File: config.mk
export PLATFORM = sky130hd
export DESIGN_NAME = triple_interval_timer
export DESIGN_NICKNAME = d
export VERILOG_FILES = /design/src/rtl/triple_interval_timer.sv
export SDC_FILE = /design/constraint.sdc
export NUM_CORES = 1
export LEC_CHECK = 0
export ABC_CLOCK_PERIOD_IN_PS = 5420
export BUFFER_PORTS_ARGS = -buffer_cell sky130_fd_sc_hd__buf_2
export CORE_UTILIZATION = 56
export DETAILED_ROUTE_END_ITERATION = 8
export GPL_TIMING_DRIVEN = 0
export MAX_ROUTING_LAYER = met4
export PLACE_DENSITY = 0.79
export SYNTH_ARGS = -nofsm -noshare
export SYNTH_HDL_FRONTEND = slang
export SYNTH_SLANG_ARGS = --single-unit
File: constraint.sdc
create_clock -name clk -period 5.42 [get_ports clk]
set_input_delay 1.084 -clock clk [delete_from_list [all_inputs] [get_ports clk]]
set_output_delay 1.084 -clock clk [all_outputs]
set_load 0.05 [all_outputs]
File: src/rtl/triple_interval_timer.sv
module triple_interval_timer (
  input  logic       clk,
  input  logic       rst_n,
  input  logic       cs,
  input  logic       wr,
  input  logic       rd,
  input  logic [1:0] addr,
  input  logic [7:0] wdata,
  output logic [7:0] rdata,
  input  logic       gate2,
  output logic [2:0] tmr_out
);

  logic [2:0][2:0]  md;
  logic [2:0][1:0]  acc;
  logic [2:0][15:0] rl, cnt, lat, nv, dn1, dn2;
  logic [2:0][7:0]  lsbh, stat;
  logic [2:0]       bcd, outp, loaded, armed, run, wptr, rptr, latv, statv, done;
  logic             gq;
  logic [15:0]      rsrc;

  function automatic logic [15:0] dec1(input logic [15:0] v, input logic b);
    logic [15:0] r;
    logic go;
    r  = v;
    go = 1'b1;
    if (!b) r = v - 16'd1;
    else
      for (int d = 0; d < 4; d++)
        if (go) begin
          if (r[4*d +: 4] == 4'd0) r[4*d +: 4] = 4'd9;
          else begin
            r[4*d +: 4] = r[4*d +: 4] - 4'd1;
            go = 1'b0;
          end
        end
    return r;
  endfunction

  wire       cmd_wr = cs & wr & (addr == 2'd3);
  wire [1:0] c_ch   = wdata[7:6];
  wire [1:0] c_rw   = wdata[5:4];
  wire [2:0] c_md   = (wdata[3:2] == 2'b11) ? {1'b0, wdata[2:1]} : wdata[3:1];
  wire       rb     = cmd_wr & (wdata[7:4] == 4'b1110);
  wire [2:0] dw     = {cs & wr & (addr == 2'd2), cs & wr & (addr == 2'd1), cs & wr & (addr == 2'd0)};
  wire [2:0] dr     = {cs & rd & (addr == 2'd2), cs & rd & (addr == 2'd1), cs & rd & (addr == 2'd0)};
  wire [2:0] gt     = {gate2, 2'b11};
  wire [2:0] rise   = {gate2 & ~gq, 2'b00};

  assign tmr_out = outp;

  always_comb
    for (int i = 0; i < 3; i++) begin
      dn1[i] = dec1(cnt[i], bcd[i]);
      dn2[i] = dec1(dn1[i], bcd[i]);
      case (acc[i])
        2'b01: begin nv[i] = {8'h00, wdata};   done[i] = dw[i]; end
        2'b10: begin nv[i] = {wdata, 8'h00};   done[i] = dw[i]; end
        default: begin nv[i] = {wdata, lsbh[i]}; done[i] = dw[i] & wptr[i]; end
      endcase
    end

  always_comb begin
    rsrc  = '0;
    rdata = 8'h00;
    if (cs && addr != 2'd3) begin
      if (statv[addr]) rdata = stat[addr];
      else begin
        rsrc = latv[addr] ? lat[addr] : cnt[addr];
        case (acc[addr])
          2'b01:   rdata = rsrc[7:0];
          2'b10:   rdata = rsrc[15:8];
          default: rdata = rptr[addr] ? rsrc[15:8] : rsrc[7:0];
        endcase
      end
    end
  end

  always_ff @(posedge clk or negedge rst_n) begin
    if (!rst_n) begin
      gq <= 1'b0;
      for (int i = 0; i < 3; i++) begin
        md[i] <= 3'd0; acc[i] <= 2'b11; rl[i] <= '0; cnt[i] <= '0; lat[i] <= '0;
        lsbh[i] <= '0; stat[i] <= '0; bcd[i] <= 1'b0; outp[i] <= 1'b0;
        loaded[i] <= 1'b0; armed[i] <= 1'b0; run[i] <= 1'b0; wptr[i] <= 1'b0;
        rptr[i] <= 1'b0; latv[i] <= 1'b0; statv[i] <= 1'b0;
      end
    end else begin
      gq <= gate2;
      for (int i = 0; i < 3; i++) begin
        if ((md[i] == 3'd4 || md[i] == 3'd5) && !outp[i]) outp[i] <= 1'b1;
        case (md[i])
          3'd0, 3'd4:
            if (run[i] && gt[i]) begin
              cnt[i] <= dn1[i];
              if (dn1[i] == 16'd0) begin
                run[i] <= 1'b0; loaded[i] <= 1'b0; outp[i] <= (md[i] == 3'd0);
              end
            end
          3'd1, 3'd5:
            if (rise[i] && armed[i]) begin
              cnt[i] <= rl[i]; run[i] <= 1'b1; loaded[i] <= 1'b1;
              if (md[i] == 3'd1) outp[i] <= 1'b0;
            end else if (run[i]) begin
              cnt[i] <= dn1[i];
              if (dn1[i] == 16'd0) begin
                run[i] <= 1'b0; loaded[i] <= 1'b0; outp[i] <= (md[i] == 3'd1);
              end
            end
          3'd2:
            if (run[i]) begin
              if (!gt[i]) outp[i] <= 1'b1;
              else if (cnt[i] == 16'd1) begin
                cnt[i] <= rl[i]; outp[i] <= 1'b1;
              end else begin
                cnt[i] <= dn1[i]; outp[i] <= (dn1[i] != 16'd1);
              end
            end
          3'd3:
            if (run[i]) begin
              if (!gt[i]) outp[i] <= 1'b1;
              else if (cnt[i] == ((outp[i] && rl[i][0]) ? 16'd0 : 16'd2)) begin
                outp[i] <= ~outp[i]; cnt[i] <= {rl[i][15:1], 1'b0};
              end else cnt[i] <= dn2[i];
            end
          default: ;
        endcase

        if (cmd_wr && c_ch == 2'(i) && c_rw != 2'b00) begin
          md[i] <= c_md; bcd[i] <= wdata[0]; acc[i] <= c_rw;
          run[i] <= 1'b0; armed[i] <= 1'b0; loaded[i] <= 1'b0;
          outp[i] <= (c_md != 3'd0);
          wptr[i] <= 1'b0; rptr[i] <= 1'b0; latv[i] <= 1'b0; statv[i] <= 1'b0;
        end
        if (cmd_wr && c_ch == 2'(i) && c_rw == 2'b00 && !latv[i]) begin
          lat[i] <= cnt[i]; latv[i] <= 1'b1;
        end
        if (rb && wdata[i+1] && !statv[i]) begin
          stat[i] <= {outp[i], loaded[i], acc[i], md[i], bcd[i]}; statv[i] <= 1'b1;
        end

        if (dw[i]) begin
          if (acc[i] == 2'b11 && !wptr[i]) begin
            lsbh[i] <= wdata; wptr[i] <= 1'b1;
          end else wptr[i] <= 1'b0;
        end
        if (done[i]) begin
          rl[i] <= nv[i]; loaded[i] <= 1'b1; armed[i] <= 1'b1;
          case (md[i])
            3'd0: begin cnt[i] <= nv[i]; run[i] <= 1'b1; outp[i] <= 1'b0; end
            3'd1, 3'd5: begin run[i] <= 1'b0; outp[i] <= 1'b1; end
            3'd3: begin cnt[i] <= {nv[i][15:1], 1'b0}; run[i] <= 1'b1; outp[i] <= 1'b1; end
            default: begin cnt[i] <= nv[i]; run[i] <= 1'b1; outp[i] <= 1'b1; end
          endcase
        end

        if (dr[i]) begin
          if (statv[i]) statv[i] <= 1'b0;
          else if (latv[i]) begin
            if (acc[i] == 2'b11 && !rptr[i]) rptr[i] <= 1'b1;
            else begin rptr[i] <= 1'b0; latv[i] <= 1'b0; end
          end else if (acc[i] == 2'b11) rptr[i] <= ~rptr[i];
        end
      end
    end
  end

endmodule


* Word-level counts from Yosys, hierarchy flattened *
Index checks and enable logic that the tools add are counted.

storage, ports and cells
  input bits = 16
  register bits = 233
  output and inout port bits = 11
  word-level logic and storage cells = 544

operators by class
  multiplexer cells = 292
  $lt $le $gt $ge = 1
  add/sub/neg operators = 30
  reduce and logical (&&, ||, !) cells = 115
  bitwise gates (word level) = 21
  equal/unequal tests = 46

operators with widths
  operator                 count
  $mux W16                 31
  $pmux W16 S2             6
  $mux W1                  188
  $mux W4                  42
  $logic_not A4 Y1         24
  $pmux W16 S3             2
  $sub A16 B1 Y16 const B  6
  $sub A4 B1 Y4 const B    24
  $bmux W16 S2             2
  $pmux W16 S4             1
  $eq A16 B1 Y1 const B    3
  $eq A16 B2 Y1            3
  $logic_not A16 Y1        3
  $ne A16 B1 Y1 const B    3
  $logic_and A1 B1 Y1      33
  $mux W8                  4
  $eq A2 B2 Y1 const B     11
  $reduce_bool A3 Y1       7
  $eq A3 B2 Y1 const B     6
  $eq A3 B3 Y1 const B     6
  $reduce_or A2 Y1         9
  $bmux W8 S2              1
  $pmux W8 S2              1
  $logic_not A1 Y1         15
  23 further kinds         74

* Longest topological paths before layout *
  word-level depth = 24
  gate-level depth with buffers = 17
  mapped depth without buffers = 15

* Least setup slack after synthesis *
Ideal clock, no wire load.

  path kind = input -> output
  start = input addr[1]
  end = output rdata[0]
  data required time = 4.336 ns
  path buffers = 4
  stages on the path = 15
  arrival time = 4.693 ns
  slack = -0.357 ns
  cells stage by stage = clkbuf_1 buf_1 buf_1 clkbuf_1 mux2i_1 o21a_1 inv_1 ha_1 inv_1 a21oi_1 o21ai_0 a21boi_1 o221ai_1 o21ai_0 nor2_1

on the way
  cells in the longest elaborated chain, start to end = 7

RTL lines
  element                                                           line  text
  from (decl)                                                       7     input logic [1:0] addr,
  $bmux W16 S2 / $bmux W1 S2 (equally long branches)                69    rsrc = latv[addr] ? lat[addr] : cnt[addr];
  $mux W16 (implied by the code) / $mux W1 (equally long branches)  69
  $mux W16                                                          69
  $mux W8                                                           73    default: rdata = rptr[addr] ? rsrc[15:8] : rsrc[7:0];
  $pmux W8 S2                                                       70    case (acc[addr])
  $mux W8                                                           67    if (statv[addr]) rdata = stat[addr];
  $mux W8 *                                                         66    if (cs && addr != 2'd3) begin
  to (decl)                                                         9     output logic [7:0] rdata,

Every way passes the cells marked *; elsewhere a longest branch is shown, timed or not. The select of a mux whose other input is x is not followed.

* Worst setup path after layout *
  start = input addr[1]
  end = output rdata[4]

The elaborated chain is that of the path after synthesis.

==> results.cfg <==
[outcome]
status = completed

[flow_run]
maxCapViolCount = 0

[global_routing]
groute.usage.overall_pct = 47.78
grt_max_degree = 120
antenna_found_initial = 2
grt_pass1_wl_um = 114400
grt-ovfl-total = 0
grt_pass1_vias = 18630

[sta]
worst_clock_skew_ps = 37.13
min_period_over_period_pct = 97.32
hold_violations = 0
setup-violations-final = 0
rsz0062_at_grt = no
worst_slew_pin_slew_ps = 1375
maxSlewViolCount = 0
finalSetupTns_ps = 0
post-route-min-period_ps = 5275
slew_headroom_pct = 7.141
whs_ps = 242.8
fmax_ghz = 0.1896

[synth]
syn_inst = 2262
ys_ff_latch = 233
synth_nets = 2304
synth-edff-count = 0
synth_warnings = 0
netlist_area_um2 = 17870
synth_cell_type_count = 93
synthFlopType = dfrtp_1
ys_async_sr_fraction_pct = 100.0
avgSynthCellArea_um2 = 7.900
ys_seq_area_share_pct = 32.67

[critical_path]
r2r_start = cnt[32]$_DFF_PN0_
worstPathRequired_ps = 4340
crit_path_end_kind = output port
crit_fanout = 19
startpoint = addr[1]
criticalPathCategory = in -> out
critPathArrivalTime_ps = 4190
r2r_slack_ps = 210
critPathLaunchType = input pin

[place]
dp_hpwl_um = 56480
gp_congestion = 1.082
io_buffers = 23

[clocking]
postCtsSetupBuffers = 0
clkSinkCount = 233
root_buffer = clkbuf_16
h-tree-depth = 1
insertion_delay_ps = 600
clkTransAtPathRegs_ps = 70
cts_buffer_depth = 3
cts_tree = built
numCtsBuffers = 29

[routing]
routed_wl_um = 76430
wl_per_cell_um = 27.88
via_per_inst = 7.144
dr.pass1.iters = 6
drcViolationCount = 0
drt_iter0_drc = 2777
drtAntennaViolNets = 0
vias = 19580

[pwr]
clockPowerShare_pct = 20.4
seq_power_share_pct = 25.0
p_comb_share_pct = 54.5
power.leakage_nw = 8.092
p_int_mw = 5.092
vdd_drop_max_uv = 297.4
powerDensity_nw_per_um2 = 519.5
swShare_pct = 50.04
switching_power_mw = 5.100

[floorplan]
row_count = 65
fp.coreArea_um2 = 31470
io_pins = 27
die_width_um = 180.6
start_util_pct = 56.78
die-area_um2 = 32630
die_h_um = 180.6

[finish]
regArea_um2 = 5838
nets = 2359
drive_gt1_share_pct = 10.86
area_growth_pct = 9.782
final_common_cell = nand2_1
finish.utilization_pct = 62.33
most-common-layout-cells = nand2_1 (324), dfrtp_1 (227), o21ai_0 (216), nor2_1 (179), clkbuf_1 (163)
multiInputGateArea_um2 = 11140
nFillCells = 2757

[min_path]
hold_class = in -> async
==> Yosys cell counts, types with 8 or more instances <==
library cell	number	area, µm²
nand2_1	324	1216
dfrtp_1	227	5680
o21ai_0	216	1081
nor2_1	187	701.9
clkbuf_1	165	619.3
a21oi_1	136	680.7
mux2_2	91	1025
nand3_1	85	425.4
mux2i_1	72	720.7
inv_1	53	198.9
nor3_1	52	260.3
o211ai_1	43	322.8
xnor2_1	39	341.6
nand2b_1	32	200.2
o221ai_1	32	280.3
a31oi_1	28	175.2
ha_1	26	325.3
nor4_1	24	150.1
o22ai_1	24	150.1
or2_2	23	143.9
a211oi_1	21	157.7
o31ai_1	19	142.6
nand4_1	16	100.1
nor2b_1	16	100.1
and2_1	15	93.84
xor2_1	15	131.4
a22oi_1	14	105.1
a21o_1	13	97.59
a221oi_1	13	113.9
and3_1	13	81.33
nor3b_1	13	97.59
buf_1	11	41.29
buf_2	11	55.05
or3_1	9	56.30
a2111oi_0	8	70.07
a211o_1	8	70.07
o2111ai_1	8	70.07
o21a_1	8	60.06
or4_1	8	60.06
==> registers in the layout, indices dropped and copies added (netlist names), 6 cells and up <==
register	cells
stat	24
rl	48
md	9
lsbh	24
cnt	48
lat	48
acc	6
==> power by group through the flow <==
stage | Sequential, mW | Clock, mW | Combinational, mW
after floorplan | 2.41 | 0 | 3.66
after global placement | 2.53 | 0 | 5.20
after detailed placement | 2.54 | 0 | 5.28
after CTS | 2.52 | 2.07 | 5.32
after global routing | 2.57 | 2.14 | 5.88
final | 2.55 | 2.08 | 5.56
==> per-stage QoR <==
stage          instance area (µm²)  cells  total power [mW]  setup slack, ps
6_report                     19620   2741             10.19            145.2
5_1_grt                      19620   2741             10.59            23.64
3_5_place_dp                 18580   2689             7.817            -1206
2_1_floorplan                17890   2262             6.066            2.718
3_3_place_gp                 18510   2687             7.736            -1066
4_1_cts                      19620   2740             9.908            38.61
==> critical path, stage by stage <==
cell and delay, ps:
buf_2 260, buf_6 290, clkbuf_8 250, mux2i_1 290
o21a_1 180, inv_1 60, ha_1 300, inv_1 80
a21oi_1 110, o21ai_0 130, a21boi_2 260, o221ai_1 200
o21ai_0 130, nor2_2 270, buf_4 260
==> logic make-up (layout without fill, tap and decap cells) <==
kind of cell,count (synthesis),after routing,synth area share (%)
AND/OR/NAND/NOR,854,854,22.71
AO/OA/AOI/OAI,688,688,25.07
buffers and inverters,243,319,5.188
flip-flops,233,233,32.67
multiplexers,164,164,9.894
XOR/XNOR,54,54,2.647
adder cells (fa/ha/maj),26,26,1.820
other,0,1,0
==> final timing paths <==
path                                       to  cells past startpoint
setup / recovery                     rdata[4]                     15
hold / removal              cnt[27]$_DFF_PN0_                      1
setup reg to reg            cnt[36]$_DFF_PN0_                     13
hold reg to reg            rl[18]$_DFFE_PN0P_                      2
max in group asynchronous   cnt[36]$_DFF_PN0_                      3
min in group clk           rl[18]$_DFFE_PN0P_                      2
==> per-layer routing <==
| layer | track usage [%] | share of wire (%) | vias up |
|---|---|---|---|
| met3 | 9.701 | 12 | 381 |
| met1 | 60.23 | 38 | 9328 |
| met5 | - | 0 | - |
| li1 | - | - | 8391 |
| met4 | 31.86 | 8.0 | 0 |
| met2 | 69.34 | 42 | 1483 |
==> what timing repair did <==
action	CTS	global route
hold endpoints to repair	0	0
gates resized for setup	15	4
setup endpoints to repair	8	8
hold buffers	0	0
cloned	0	0
pin swaps	1	1
==> area by class of cell <==
type,count,area share (%)
diodes,1,0.01276
plain buffers,186,3.757
clock buffers,35,3.967
clock inverters,17,1.123
inverters,55,1.052
multi-input cells,1786,56.78
flip-flops and latches,233,29.76
well taps,402,2.564
repair buffers,26,0.9822
No activity file was read; power rests on OpenSTA's default activity.
